### src/rtl/i2c_regbank_pkg.sv
package i2c_regbank_pkg;

  typedef enum logic [2:0] {
    SEL_CTRL    = 3'd0,
    SEL_STAT    = 3'd1,
    SEL_LEN     = 3'd2,
    SEL_SLAVE   = 3'd3,
    SEL_FIFO    = 3'd4,
    SEL_DIV     = 3'd5,
    SEL_DELAY   = 3'd6,
    SEL_STRETCH = 3'd7
  } regSel_e;

  typedef struct packed {
    logic    wrCtrl;
    logic    wrStat;
    logic    wrLen;
    logic    wrSlave;
    logic    wrFifo;
    logic    rdFifo;
    logic    wrDiv;
    logic    wrDelay;
    logic    wrStretch;
    regSel_e rdSel;
  } busStrobe_t;

  // control bit positions
  localparam int CTL_READ    = 0;
  localparam int CTL_CLR_LO  = 4;
  localparam int CTL_CLR_HI  = 5;
  localparam int CTL_START   = 7;
  localparam int CTL_IE_DONE = 8;
  localparam int CTL_IE_TX   = 9;
  localparam int CTL_IE_RX   = 10;
  localparam int CTL_ENABLE  = 15;

  // status bit positions
  localparam int ST_ACTIVE   = 0;
  localparam int ST_DONE     = 1;
  localparam int ST_TX_WANT  = 2;
  localparam int ST_RX_NEED  = 3;
  localparam int ST_TX_ROOM  = 4;
  localparam int ST_RX_DATA  = 5;
  localparam int ST_TX_EMPTY = 6;
  localparam int ST_RX_FULL  = 7;
  localparam int ST_ACK_ERR  = 8;
  localparam int ST_TIMEOUT  = 9;

endpackage

### src/rtl/i2c_rb_fifo.sv
module i2c_rb_fifo #(
  parameter int WIDTH = 8,
  parameter int DEPTH = 16
) (
  input  logic                           clk,
  input  logic                           rstN,
  input  logic                           flush,
  input  logic                           push,
  input  logic [WIDTH-1:0]               pushData,
  input  logic                           pop,
  output logic [WIDTH-1:0]               popData,
  output logic [$clog2(DEPTH+1)-1:0]     count
);
  localparam int PTR_W = $clog2(DEPTH);
  localparam int CNT_W = $clog2(DEPTH + 1);
  localparam logic [CNT_W-1:0] FULL_CNT = CNT_W'(DEPTH);

  logic [WIDTH-1:0] mem [DEPTH];
  logic [PTR_W-1:0] wrPtr, rdPtr;
  logic             isFull, isEmpty, doPush, doPop;

  assign isFull  = (count == FULL_CNT);
  assign isEmpty = (count == '0);
  assign doPush  = push && !isFull && !flush;
  assign doPop   = pop && !isEmpty && !flush;
  assign popData = isEmpty ? '0 : mem[rdPtr];

  always_ff @(posedge clk) begin
    if (doPush) mem[wrPtr] <= pushData;
  end

  always_ff @(posedge clk or negedge rstN) begin
    if (!rstN) begin
      wrPtr <= '0;
      rdPtr <= '0;
      count <= '0;
    end else if (flush) begin
      wrPtr <= '0;
      rdPtr <= '0;
      count <= '0;
    end else begin
      if (doPush) wrPtr <= wrPtr + 1'b1;
      if (doPop)  rdPtr <= rdPtr + 1'b1;
      case ({doPush, doPop})
        2'b10:   count <= count + 1'b1;
        2'b01:   count <= count - 1'b1;
        default: count <= count;
      endcase
    end
  end

  // the fill level never passes the depth
  assert_count_bound_R4: assert property (@(posedge clk) disable iff (!rstN)
    count <= FULL_CNT);

  // popping an empty FIFO leaves it empty
  assert_empty_pop_R5: assert property (@(posedge clk) disable iff (!rstN)
    (pop && count == '0 && !push) |=> (count == '0));

endmodule

### src/rtl/i2c_rb_decode.sv
module i2c_rb_decode
  import i2c_regbank_pkg::*;
(
  input  logic [2:0]  busWordAddr,
  input  logic        busWrEn,
  input  logic        busRdEn,
  output busStrobe_t  strobe
);
  regSel_e sel;

  always_comb begin
    sel           = regSel_e'(busWordAddr);
    strobe        = '0;
    strobe.rdSel  = sel;
    strobe.rdFifo = busRdEn && (sel == SEL_FIFO);
    case (sel)
      SEL_CTRL:    strobe.wrCtrl    = busWrEn;
      SEL_STAT:    strobe.wrStat    = busWrEn;
      SEL_LEN:     strobe.wrLen     = busWrEn;
      SEL_SLAVE:   strobe.wrSlave   = busWrEn;
      SEL_FIFO:    strobe.wrFifo    = busWrEn;
      SEL_DIV:     strobe.wrDiv     = busWrEn;
      SEL_DELAY:   strobe.wrDelay   = busWrEn;
      SEL_STRETCH: strobe.wrStretch = busWrEn;
      default:     strobe.wrCtrl    = 1'b0;
    endcase
  end

endmodule

### src/rtl/i2c_rb_datapath.sv
module i2c_rb_datapath
  import i2c_regbank_pkg::*;
#(
  parameter int FIFO_DEPTH   = 16,
  parameter int TX_LOW_MARK  = 4,
  parameter int RX_HIGH_MARK = 12,
  parameter int LEN_W        = 16,
  parameter int SLAVE_W      = 7,
  parameter int DIV_W        = 16,
  parameter int STRETCH_W    = 16
) (
  input  logic                 clk,
  input  logic                 rstN,
  input  busStrobe_t           strobe,
  input  logic [31:0]          busWrData,
  output logic [31:0]          busRdData,
  output logic                 irqOut,
  output logic                 engStart,
  output logic                 engRead,
  output logic                 engEnable,
  output logic [SLAVE_W-1:0]   engSlave,
  output logic [LEN_W-1:0]     engLength,
  output logic [DIV_W-1:0]     engDivider,
  output logic [31:0]          engDelay,
  output logic [STRETCH_W-1:0] engStretch,
  output logic [7:0]           engTxData,
  output logic                 engTxAvail,
  output logic                 engRxRoom,
  input  logic                 engActive,
  input  logic                 engDone,
  input  logic                 engAckErr,
  input  logic                 engTimeout,
  input  logic                 engByteDone,
  input  logic                 engTxPop,
  input  logic                 engRxPush,
  input  logic [7:0]           engRxData
);
  localparam int CNT_W = $clog2(FIFO_DEPTH + 1);
  localparam logic [CNT_W-1:0] FULL_CNT = CNT_W'(FIFO_DEPTH);
  localparam logic [CNT_W-1:0] LOW_CNT  = CNT_W'(TX_LOW_MARK);
  localparam logic [CNT_W-1:0] HIGH_CNT = CNT_W'(RX_HIGH_MARK);

  logic                 ctrlRead, ieDone, ieTx, ieRx, ctrlEn;
  logic                 startPulse;
  logic [LEN_W-1:0]     lenReg, remaining;
  logic [SLAVE_W-1:0]   slaveReg;
  logic [DIV_W-1:0]     divReg;
  logic [31:0]          delayReg;
  logic [STRETCH_W-1:0] stretchReg;
  logic                 stickyDone, stickyAck, stickyTmo;

  logic                 flushReq, startReq;
  logic [CNT_W-1:0]     txCount, rxCount;
  logic [7:0]           rxHead;
  logic                 txWants, rxNeeds;
  logic [31:0]          ctrlView, statView;

  assign flushReq = strobe.wrCtrl && (busWrData[CTL_CLR_LO] || busWrData[CTL_CLR_HI]);
  assign startReq = strobe.wrCtrl && busWrData[CTL_START];

  i2c_rb_fifo #(.WIDTH(8), .DEPTH(FIFO_DEPTH)) u_txFifo (
    .clk      (clk),
    .rstN     (rstN),
    .flush    (flushReq),
    .push     (strobe.wrFifo),
    .pushData (busWrData[7:0]),
    .pop      (engTxPop),
    .popData  (engTxData),
    .count    (txCount)
  );

  i2c_rb_fifo #(.WIDTH(8), .DEPTH(FIFO_DEPTH)) u_rxFifo (
    .clk      (clk),
    .rstN     (rstN),
    .flush    (flushReq),
    .push     (engRxPush),
    .pushData (engRxData),
    .pop      (strobe.rdFifo),
    .popData  (rxHead),
    .count    (rxCount)
  );

  // configuration and control
  always_ff @(posedge clk or negedge rstN) begin
    if (!rstN) begin
      ctrlRead   <= 1'b0;
      ieDone     <= 1'b0;
      ieTx       <= 1'b0;
      ieRx       <= 1'b0;
      ctrlEn     <= 1'b0;
      startPulse <= 1'b0;
      lenReg     <= '0;
      slaveReg   <= '0;
      divReg     <= '0;
      delayReg   <= '0;
      stretchReg <= '0;
    end else begin
      startPulse <= startReq;
      if (strobe.wrCtrl) begin
        ctrlRead <= busWrData[CTL_READ];
        ieDone   <= busWrData[CTL_IE_DONE];
        ieTx     <= busWrData[CTL_IE_TX];
        ieRx     <= busWrData[CTL_IE_RX];
        ctrlEn   <= busWrData[CTL_ENABLE];
      end
      if (strobe.wrLen)     lenReg     <= busWrData[LEN_W-1:0];
      if (strobe.wrSlave)   slaveReg   <= busWrData[SLAVE_W-1:0];
      if (strobe.wrDiv)     divReg     <= busWrData[DIV_W-1:0];
      if (strobe.wrDelay)   delayReg   <= busWrData;
      if (strobe.wrStretch) stretchReg <= busWrData[STRETCH_W-1:0];
    end
  end

  // remaining byte counter
  always_ff @(posedge clk or negedge rstN) begin
    if (!rstN)                                remaining <= '0;
    else if (startReq)                        remaining <= lenReg;
    else if (engByteDone && remaining != '0)  remaining <= remaining - 1'b1;
  end

  // sticky events: a set in the same cycle as a clear wins
  always_ff @(posedge clk or negedge rstN) begin
    if (!rstN) begin
      stickyDone <= 1'b0;
      stickyAck  <= 1'b0;
      stickyTmo  <= 1'b0;
    end else begin
      if (engDone)                                        stickyDone <= 1'b1;
      else if (strobe.wrStat && busWrData[ST_DONE])       stickyDone <= 1'b0;
      if (engAckErr)                                      stickyAck  <= 1'b1;
      else if (strobe.wrStat && busWrData[ST_ACK_ERR])    stickyAck  <= 1'b0;
      if (engTimeout)                                     stickyTmo  <= 1'b1;
      else if (strobe.wrStat && busWrData[ST_TIMEOUT])    stickyTmo  <= 1'b0;
    end
  end

  assign txWants = engActive && !ctrlRead && (txCount < LOW_CNT);
  assign rxNeeds = engActive && ctrlRead && (rxCount > HIGH_CNT);
  assign irqOut  = (stickyDone && ieDone) || (txWants && ieTx) || (rxNeeds && ieRx);

  always_comb begin
    ctrlView              = '0;
    ctrlView[CTL_READ]    = ctrlRead;
    ctrlView[CTL_IE_DONE] = ieDone;
    ctrlView[CTL_IE_TX]   = ieTx;
    ctrlView[CTL_IE_RX]   = ieRx;
    ctrlView[CTL_ENABLE]  = ctrlEn;

    statView              = '0;
    statView[ST_ACTIVE]   = engActive;
    statView[ST_DONE]     = stickyDone;
    statView[ST_TX_WANT]  = txWants;
    statView[ST_RX_NEED]  = rxNeeds;
    statView[ST_TX_ROOM]  = (txCount != FULL_CNT);
    statView[ST_RX_DATA]  = (rxCount != '0);
    statView[ST_TX_EMPTY] = (txCount == '0);
    statView[ST_RX_FULL]  = (rxCount == FULL_CNT);
    statView[ST_ACK_ERR]  = stickyAck;
    statView[ST_TIMEOUT]  = stickyTmo;

    case (strobe.rdSel)
      SEL_CTRL:    busRdData = ctrlView;
      SEL_STAT:    busRdData = statView;
      SEL_LEN:     busRdData = 32'(engActive ? remaining : lenReg);
      SEL_SLAVE:   busRdData = 32'(slaveReg);
      SEL_FIFO:    busRdData = 32'(rxHead);
      SEL_DIV:     busRdData = 32'(divReg);
      SEL_DELAY:   busRdData = delayReg;
      SEL_STRETCH: busRdData = 32'(stretchReg);
      default:     busRdData = '0;
    endcase
  end

  assign engStart   = startPulse;
  assign engRead    = ctrlRead;
  assign engEnable  = ctrlEn;
  assign engSlave   = slaveReg;
  assign engLength  = lenReg;
  assign engDivider = divReg;
  assign engDelay   = delayReg;
  assign engStretch = stretchReg;
  assign engTxAvail = (txCount != '0);
  assign engRxRoom  = (rxCount != FULL_CNT);

  // a start pulse only follows a control write that asked for one
  assert_start_source_R2: assert property (@(posedge clk) disable iff (!rstN)
    engStart |-> $past(strobe.wrCtrl && busWrData[CTL_START]));

  // after a clear request both FIFOs are empty
  assert_flush_empty_R3: assert property (@(posedge clk) disable iff (!rstN)
    flushReq |=> (txCount == '0 && rxCount == '0));

  // done stays set unless a one is written to its bit
  assert_done_sticky_R9: assert property (@(posedge clk) disable iff (!rstN)
    (stickyDone && !(strobe.wrStat && busWrData[ST_DONE])) |=> stickyDone);

  // the interrupt never rises without a source flag
  assert_irq_source_R10: assert property (@(posedge clk) disable iff (!rstN)
    irqOut |-> (stickyDone || txWants || rxNeeds));

endmodule

### src/rtl/i2c_regbank.sv
module i2c_regbank
  import i2c_regbank_pkg::*;
(
  input  logic        clk,
  input  logic        rstN,
  input  logic [2:0]  busWordAddr,
  input  logic        busWrEn,
  input  logic        busRdEn,
  input  logic [31:0] busWrData,
  output logic [31:0] busRdData,
  output logic        irqOut,
  output logic        engStart,
  output logic        engRead,
  output logic        engEnable,
  output logic [6:0]  engSlave,
  output logic [15:0] engLength,
  output logic [15:0] engDivider,
  output logic [31:0] engDelay,
  output logic [15:0] engStretch,
  output logic [7:0]  engTxData,
  output logic        engTxAvail,
  output logic        engRxRoom,
  input  logic        engActive,
  input  logic        engDone,
  input  logic        engAckErr,
  input  logic        engTimeout,
  input  logic        engByteDone,
  input  logic        engTxPop,
  input  logic        engRxPush,
  input  logic [7:0]  engRxData
);
  busStrobe_t strobe;

  i2c_rb_decode u_decode (
    .busWordAddr (busWordAddr),
    .busWrEn     (busWrEn),
    .busRdEn     (busRdEn),
    .strobe      (strobe)
  );

  i2c_rb_datapath u_datapath (
    .clk         (clk),
    .rstN        (rstN),
    .strobe      (strobe),
    .busWrData   (busWrData),
    .busRdData   (busRdData),
    .irqOut      (irqOut),
    .engStart    (engStart),
    .engRead     (engRead),
    .engEnable   (engEnable),
    .engSlave    (engSlave),
    .engLength   (engLength),
    .engDivider  (engDivider),
    .engDelay    (engDelay),
    .engStretch  (engStretch),
    .engTxData   (engTxData),
    .engTxAvail  (engTxAvail),
    .engRxRoom   (engRxRoom),
    .engActive   (engActive),
    .engDone     (engDone),
    .engAckErr   (engAckErr),
    .engTimeout  (engTimeout),
    .engByteDone (engByteDone),
    .engTxPop    (engTxPop),
    .engRxPush   (engRxPush),
    .engRxData   (engRxData)
  );

endmodule

### config.mk
export PLATFORM = sky130hd
export DESIGN_NAME = i2c_regbank
export DESIGN_NICKNAME = d
export VERILOG_FILES = /design/src/rtl/i2c_regbank_pkg.sv /design/src/rtl/i2c_rb_fifo.sv /design/src/rtl/i2c_rb_decode.sv /design/src/rtl/i2c_rb_datapath.sv /design/src/rtl/i2c_regbank.sv
export SDC_FILE = /design/constraint.sdc
export NUM_CORES = 1
export LEC_CHECK = 0
export CAP_MARGIN = 20
export CELL_PAD_IN_SITES_DETAIL_PLACEMENT = 1
export CELL_PAD_IN_SITES_GLOBAL_PLACEMENT = 1
export CORE_MARGIN = 2
export CORE_UTILIZATION = 35
export DETAILED_ROUTE_END_ITERATION = 8
export HOLD_SLACK_MARGIN = 0.05
export PLACE_DENSITY = 0.69
export SETUP_SLACK_MARGIN = 0.1
export SLEW_MARGIN = 25
export SYNTH_ARGS = -nofsm -noshare
export SYNTH_HDL_FRONTEND = slang
export SYNTH_HIERARCHICAL = 1
export SYNTH_SLANG_ARGS = --single-unit
### constraint.sdc
create_clock -name clk -period 3.93 [get_ports clk]
set_input_delay 0.786 -clock clk [delete_from_list [all_inputs] [get_ports clk]]
set_output_delay 0.786 -clock clk [all_outputs]
set_load 0.005 [all_outputs]
==> out/summary.txt, run 1 <==
top_reg_cell synth: edfxtp_1
Buffers on Ports: 186
crit end category: output pin
worst setup margin: -138.8 ps
Async SR Flop Fraction: 0.3503
clock skew: 10.48 ps
Area contributors post-synth: edfxtp_1, dfrtp_1, mux4_2, mux2_2, mux2i_1
die height: 227.4 microns
Max clock buf depth: 3
post-synthesis net count: 1186
total die area: 51710 sq um
final period utilization: 1.035
Cells after Synth: 1117
clk_lat worst skew: 560 ps
CP arrival: 3280 ps
largest net degree at the start of global routing: 77
TritonRoute pass-1 iters: 5
hold-fix buffer count after cts: 0
synthesized area: 17470 sq um
hold crit path type: input pin to async pin
Clock Sinks: 394
antenna violations before repair: 5
status: complete, but fails checks
Vias per Instance: 5.399
Worst R2R Path Depth: 10
Max VDD drop: 0.0004166 V
Post-synth EDFFs: 256
Max FO, Critical Path: 4
vias after detailed routing: 11148
CTS tree: built
Worst Tran Pin Value: 971.7 ps
GPL Wtd Cong: 0.8237
vias in the first global route: 11622
YS warnings: 6
final wirelength: 51.96 mm
first-iteration detailed-routing DRC count: 896
total gr overflow: 0
# rows: 81
clock root cell: clkbuf_16
worst slack at placement: 103.7 ps
Synth top cells by count: edfxtp_1, dfrtp_1, mux2_2, mux4_2, nor2_1
Detail Placement HPWL: 35.38 mm
dominant cell type by area after synthesis: edfxtp_1
setup TNS: -348.0 ps
Fmax: 0.2458 GHz
Max transition margin: 0.3501
post-synthesis cell type count: 72
RR Startpoint: u_datapath/u_rxFifo/count[1]
first-pass GRT wire length: 76.81 mm
DRT antenna net count: 0
total track usage: 0.2020
WS Path Type: flop to output pin
Final #Nets: 1435
crit path time final: 4069 ps
Reg-to-Reg End: u_datapath/u_rxFifo/count[4]
routed len/inst: 25.16 microns
setup slack, reg-to-reg: 1020 ps
core area: 49150 sq um
Hold Vio Cnt, Final: 0
Pwr Density: 636.7 nW/um^2
maxcap violations: 0
Layout area overhead: 26.44%
sequential area share after synthesis: 0.6378
share of the synthesized area in the top cell type: 0.4401
failing checks: negative setup slack
DRC violations left: 0
Setup crit start kind: flop
most frequent cell after synthesis: edfxtp_1
Final Hold Slack: 241.2 ps
RSZ-0062 raised after global routing: yes
share of layout cells above drive strength 1: 0.2788
die span in x: 227.4 microns
WP data required: 3140 ps
Lkg Pwr: 7.980 nW
Max Slew Vio Count: 0
total CTS buffers: 42
clock slew at reported path FFs: 70 ps
I/O pin cnt: 187
Yosys reg bits: 394
Syn Area/Cell: 15.64 sq um
effective utilization at floorplan: 0.3554
final setup vio count: 4
CTS H-tree depth: 2
-- power by group --
group	leakage [nW]	internal (W)	total, W	switching [W]
clock network	0.682	0.00235	0.00402	0.00167
logic	3.33	0.00251	0.00443	0.00192
registers	3.97	0.00497	0.00561	0.000646
total	7.98	0.00983	0.0141	0.00424
-- area by class of cell --
type / instances / area (sq um)
Multi-Input combinational cell: 633 / 5997
Fill cell: 4920 / 27070
Clock buffer: 51 / 1145
Inverter: 17 / 63.81
Clock inverter: 26 / 247.7
Timing Repair Buffer: 278 / 2655
Sequential cell: 394 / 11140
Tap cell: 664 / 830.8
Antenna cell: 2 / 5.005
-- sequential cells by signal (all words and copies together) (netlist names) --
signal	count
u_datapath/engDivider	16
u_datapath/u_rxFifo/mem	128
u_datapath/stickyDone	1
u_datapath/ieRx	1
u_datapath/u_rxFifo/rdPtr	4
u_datapath/u_rxFifo/wrPtr	4
u_datapath/engSlave	7
u_datapath/u_rxFifo/count	5
u_datapath/u_txFifo/wrPtr	4
u_datapath/u_txFifo/rdPtr	4
u_datapath/engStart	1
u_datapath/stickyAck	1
u_datapath/engEnable	1
u_datapath/engStretch	16
u_datapath/u_txFifo/mem	128
u_datapath/ieTx	1
u_datapath/ieDone	1
u_datapath/stickyTmo	1
u_datapath/u_txFifo/count	5
u_datapath/engLength	16
u_datapath/engDelay	32
u_datapath/engRead	1
u_datapath/remaining	16
-- timing repair --
item | in CTS | in global routing
pin swaps | 8 | 7
setup buffers | 13 | 7
setup endpoints to repair | 8 | 8
gates resized for setup | 43 | 24
cloned | 1 | 1
-- worst max-delay path: stages, from the launching register on --
cell	delay [ps]
dfrtp_2	410
buf_6	140
buf_6	100
mux4_2	490
mux4_2	490
and2_4	150
mux4_2	460
a221o_1	340
buf_2	150
-- metal layers --
layer	GRT usage	wire [microns]
met4	0.05250	1126
met5	0	25
met3	0.03653	2765
met2	0.3333	25670
met1	0.2759	22360
-- metrics by stage --
stage	utilization	instance area, sq um	total power [W]	instances
floorplan	-	17470	0.007977	1117
global placement	0.4152	20410	0.009642	1965
detailed placement	0.4151	20400	0.009791	1965
CTS	0.4468	21960	0.01404	2056
global route	0.4493	22080	0.01474	2063
finish	0.4494	22090	0.01406	2065
-- logic make-up after synthesis --
| logic type | Yosys count | synth area share |
|---|---|---|
| buffers and inverters | 90 | 0.02292 |
| XOR/XNOR | 16 | 0.008022 |
| AO/OA/AOI/OAI | 123 | 0.05007 |
| adder cells (fa/ha/maj) | 15 | 0.01074 |
| multiplexers | 213 | 0.1883 |
| AND/OR/NAND/NOR | 266 | 0.08216 |
| flip-flops | 394 | 0.6378 |
-- cell usage in the layout, fill, tap and decap left out, types with 24 or more instances in the layout --
cell type / instances
mux2_2: 94
dfrtp_1: 136
mux4_2: 83
nor2_1: 74
buf_4: 72
mux2i_1: 34
clkdlybuf4s50_1: 173
clkbuf_16: 45
and3_1: 24
a21oi_1: 33
nand2_1: 49
edfxtp_1: 256
-- worst max-delay path by stage --
| stage | startpoint | end | slack (ps) | depth (start not counted) |
|---|---|---|---|---|
| after global placement | u_datapath/u_rxFifo/rdPtr[0] | busRdData[4] | 150 | 9 |
| final | u_datapath/u_rxFifo/rdPtr[0] | busRdData[2] | -140 | 8 |
| after CTS | u_datapath/u_rxFifo/rdPtr[0] | busRdData[2] | -140 | 8 |
| after floorplan | u_datapath/u_rxFifo/rdPtr[0] | busRdData[2] | 500 | 7 |
| after detailed placement | u_datapath/u_rxFifo/rdPtr[0] | busRdData[5] | 100 | 8 |
| after global routing | u_datapath/u_rxFifo/rdPtr[0] | busRdData[4] | -190 | 11 |
Power figures use the tool's default switching activity.
==> inputs of run 2 (changes only) <==
--- a/config.mk
+++ b/config.mk
@@ -12,9 +12,10 @@
 export CORE_UTILIZATION = 35
 export DETAILED_ROUTE_END_ITERATION = 8
 export HOLD_SLACK_MARGIN = 0.05
+export MAX_ROUTING_LAYER = met4
 export PLACE_DENSITY = 0.69
 export SETUP_SLACK_MARGIN = 0.1
-export SLEW_MARGIN = 25
+export SLEW_MARGIN = 15
 export SYNTH_ARGS = -nofsm -noshare
 export SYNTH_HDL_FRONTEND = slang
 export SYNTH_HIERARCHICAL = 1
==> constraint.sdc (replaced) <==
create_clock -name clk -period 4 [get_ports clk]
set_input_delay 0.8 -clock clk [delete_from_list [all_inputs] [get_ports clk]]
set_output_delay 0.8 -clock clk [all_outputs]
set_load 0.005 [all_outputs]
==> out/summary.txt, run 2 (synthesized netlist as in run 1, its figures left out) <==
CP arrival: 3230 ps (-50 ps)
Fmax: 0.2479 GHz
final wirelength: 51.60 mm (-0.69%)
vias in the first global route: 11723 (+0.87%)
first-pass GRT wire length: 75.98 mm (-1.1%)
maxcap violations: 0 (unchanged)
total die area: 51710 sq um (unchanged)
Detail Placement HPWL: 35.75 mm (+1.0%)
Clock Sinks: 394 (unchanged)
die height: 227.4 microns (unchanged)
Critical path destination: busRdData[5]
Crit-path slowest cell: mux4_2
GPL Wtd Cong: 0.8156 (-0.98%)
hold crit path type: input pin to async pin
Lkg Pwr: 7.835 nW (-1.8%)
Worst path depth: 10 (+2)
crit path time final: 4034 ps
first-iteration detailed-routing DRC count: 790 (-12%)
status: complete, but fails checks
Worst R2R Path Depth: 9 (-1)
Max transition margin: 0.3197 (-0.03049)
Crit path largest cell delay: 490 ps (about the same)
CP top delay family: multiplexers
Final #Nets: 1422 (-0.91%)
failing checks: negative setup slack
hold-fix buffer count after cts: 0 (unchanged)
crit end category: output pin
Max Slew Vio Count: 0 (unchanged)
clock slew at reported path FFs: 60 ps (about the same)
Vias per Instance: 5.387 (-0.22%)
share of layout cells above drive strength 1: 0.2632 (-0.01557)
most common cell after layout, fill and taps aside: edfxtp_1
core area: 49150 sq um (unchanged)
WS Path Type: flop to output pin
largest net degree at the start of global routing: 67 (-13%)
total gr overflow: 0 (unchanged)
Filler Cell Count: 4888 (-0.65%)
final setup vio count: 3 (-1)
Setup crit start kind: flop
die span in x: 227.4 microns (unchanged)
RR Startpoint: u_datapath/u_rxFifo/count[1]
total track usage: 0.2060 (+0.004014)
TritonRoute pass-1 iters: 5 (unchanged)
RSZ-0062 raised after global routing: yes
Buffers & Inverters on Critical Path: 4 (+1)
total CTS buffers: 41 (-2.4%)
clock skew: 11.49 ps (+1.012 ps)
worst slack at placement: 29.79 ps (-73.92 ps)
clock root cell: clkbuf_16
I/O pin cnt: 187 (unchanged)
routed len/inst: 25.18 microns (about the same)
clk_lat worst skew: 530 ps (-30 ps)
setup slack, reg-to-reg: 1200 ps (+180 ps)
vias after detailed routing: 11037 (-1.0%)
DRC violations left: 0 (unchanged)
final period utilization: 1.009
Max FO, Critical Path: 6 (+2)
WP data required: 3200 ps (+60 ps)
Max VDD drop: 0.0002800 V (-33%)
Buffers on Ports: 186 (unchanged)
antenna violations before repair: 3 (-2)
Layout area overhead: 24.94%
Worst Tran Pin Value: 1017 ps (+45.59 ps)
CTS H-tree depth: 2 (unchanged)
setup TNS: -59.14 ps (+288.8 ps)
# rows: 81 (unchanged)
DRT antenna net count: 0 (unchanged)
Pwr Density: 613.9 nW/um^2 (-3.6%)
Hold Vio Cnt, Final: 0 (unchanged)
CP startpoint: u_datapath/u_rxFifo/rdPtr[0]
effective utilization at floorplan: 0.3554 (unchanged)
worst setup margin: -34.00 ps (+104.8 ps)
CTS tree: built
most frequent cells in the layout: edfxtp_1, clkdlybuf4s50_1, dfrtp_1
Max clock buf depth: 3 (unchanged)
CP cell instances: buf_12 > buf_12 > buf_12 > mux4_2 > mux4_2 > and2_4 > mux4_2 > nand2_2 > o21ai_2 > buf_2
Reg-to-Reg End: u_datapath/u_rxFifo/count[4]
-- run 2: cell types whose count changed in the layout (fill, tap and decap cells not counted), sizes merged --
cell and change:
bufinv -2, clkinv -2, inv -4, buf -12
clkdlybuf4s50 +1, clkbuf +3
-- run 2: timing repair --
item                                    in CTS  in global routing
pin swaps                                    6                  9
endpoints found under the setup margin       8                  8
gates cloned                                 1                  0
buffers inserted                             8                  5
resized for setup                           40                 20
-- run 2: report_power, final --
part / internal [W] / switching, W
clock: 0.00208 / 0.00156
combinational: 0.00239 / 0.00181
sequential: 0.00488 / 0.000682
-- run 2: worst register-to-register path, cell delays in order (launching register included) --
cell,delay (ps)
dfrtp_1,480
o41ai_1,690
o2111ai_2,280
xnor2_1,190
ha_1,230
or3_1,310
a21oi_1,150
mux2i_1,120
o221ai_1,100
nor3b_2,180
-- run 2: stage by stage --
stage                     hold slack, ps  power (W)  std cells    util  area, sq um
after CTS                          284.7    0.01341       2041  0.4425        21750
final                              268.4    0.01340       2049  0.4440        21820
after detailed placement           465.4   0.009580       1959  0.4140        20350
after global placement             460.9   0.009434       1959  0.4140        20350
after floorplan                    448.9   0.007837       1117       -        17470
after global routing               312.2    0.01406       2049  0.4440        21820
-- run 2: how the worst min path moves through the flow --
stage | start | end | depth (start not counted)
after floorplan | u_datapath/stickyAck | u_datapath/stickyAck | 1
final | rstN | u_datapath/engLength[12] | 1
after global placement | u_datapath/stickyTmo | u_datapath/stickyTmo | 1
after detailed placement | u_datapath/stickyTmo | u_datapath/stickyTmo | 1
after CTS | rstN | u_datapath/engLength[14] | 1
after global routing | rstN | u_datapath/engLength[12] | 1
-- run 2: final cells by class --
cell class / count / area (sq um) / share of cell area
flip-flops and latches: 394 / 11140 / 0.5106
multi-input cells: 633 / 5962 / 0.2732
repair buffers: 266 / 2566 / 0.1176
clock buffers: 55 / 1109 / 0.05079
well taps: 664 / 830.8 / 0.03807
clock inverters: 18 / 145.1 / 0.006650
inverters: 17 / 63.81 / 0.002924
diodes: 2 / 5.005 / 0.0002293
-- run 2: per-layer routing --
layer / global-route usage / wire [microns] / vias to the layer above
met1: 0.2628 / 21560 / 5806
met5: - / 0 / -
met2: 0.3361 / 25620 / 325
li1: - / - / 4823
met4: 0.05714 / 1383 / 0
met3: 0.04001 / 3026 / 83
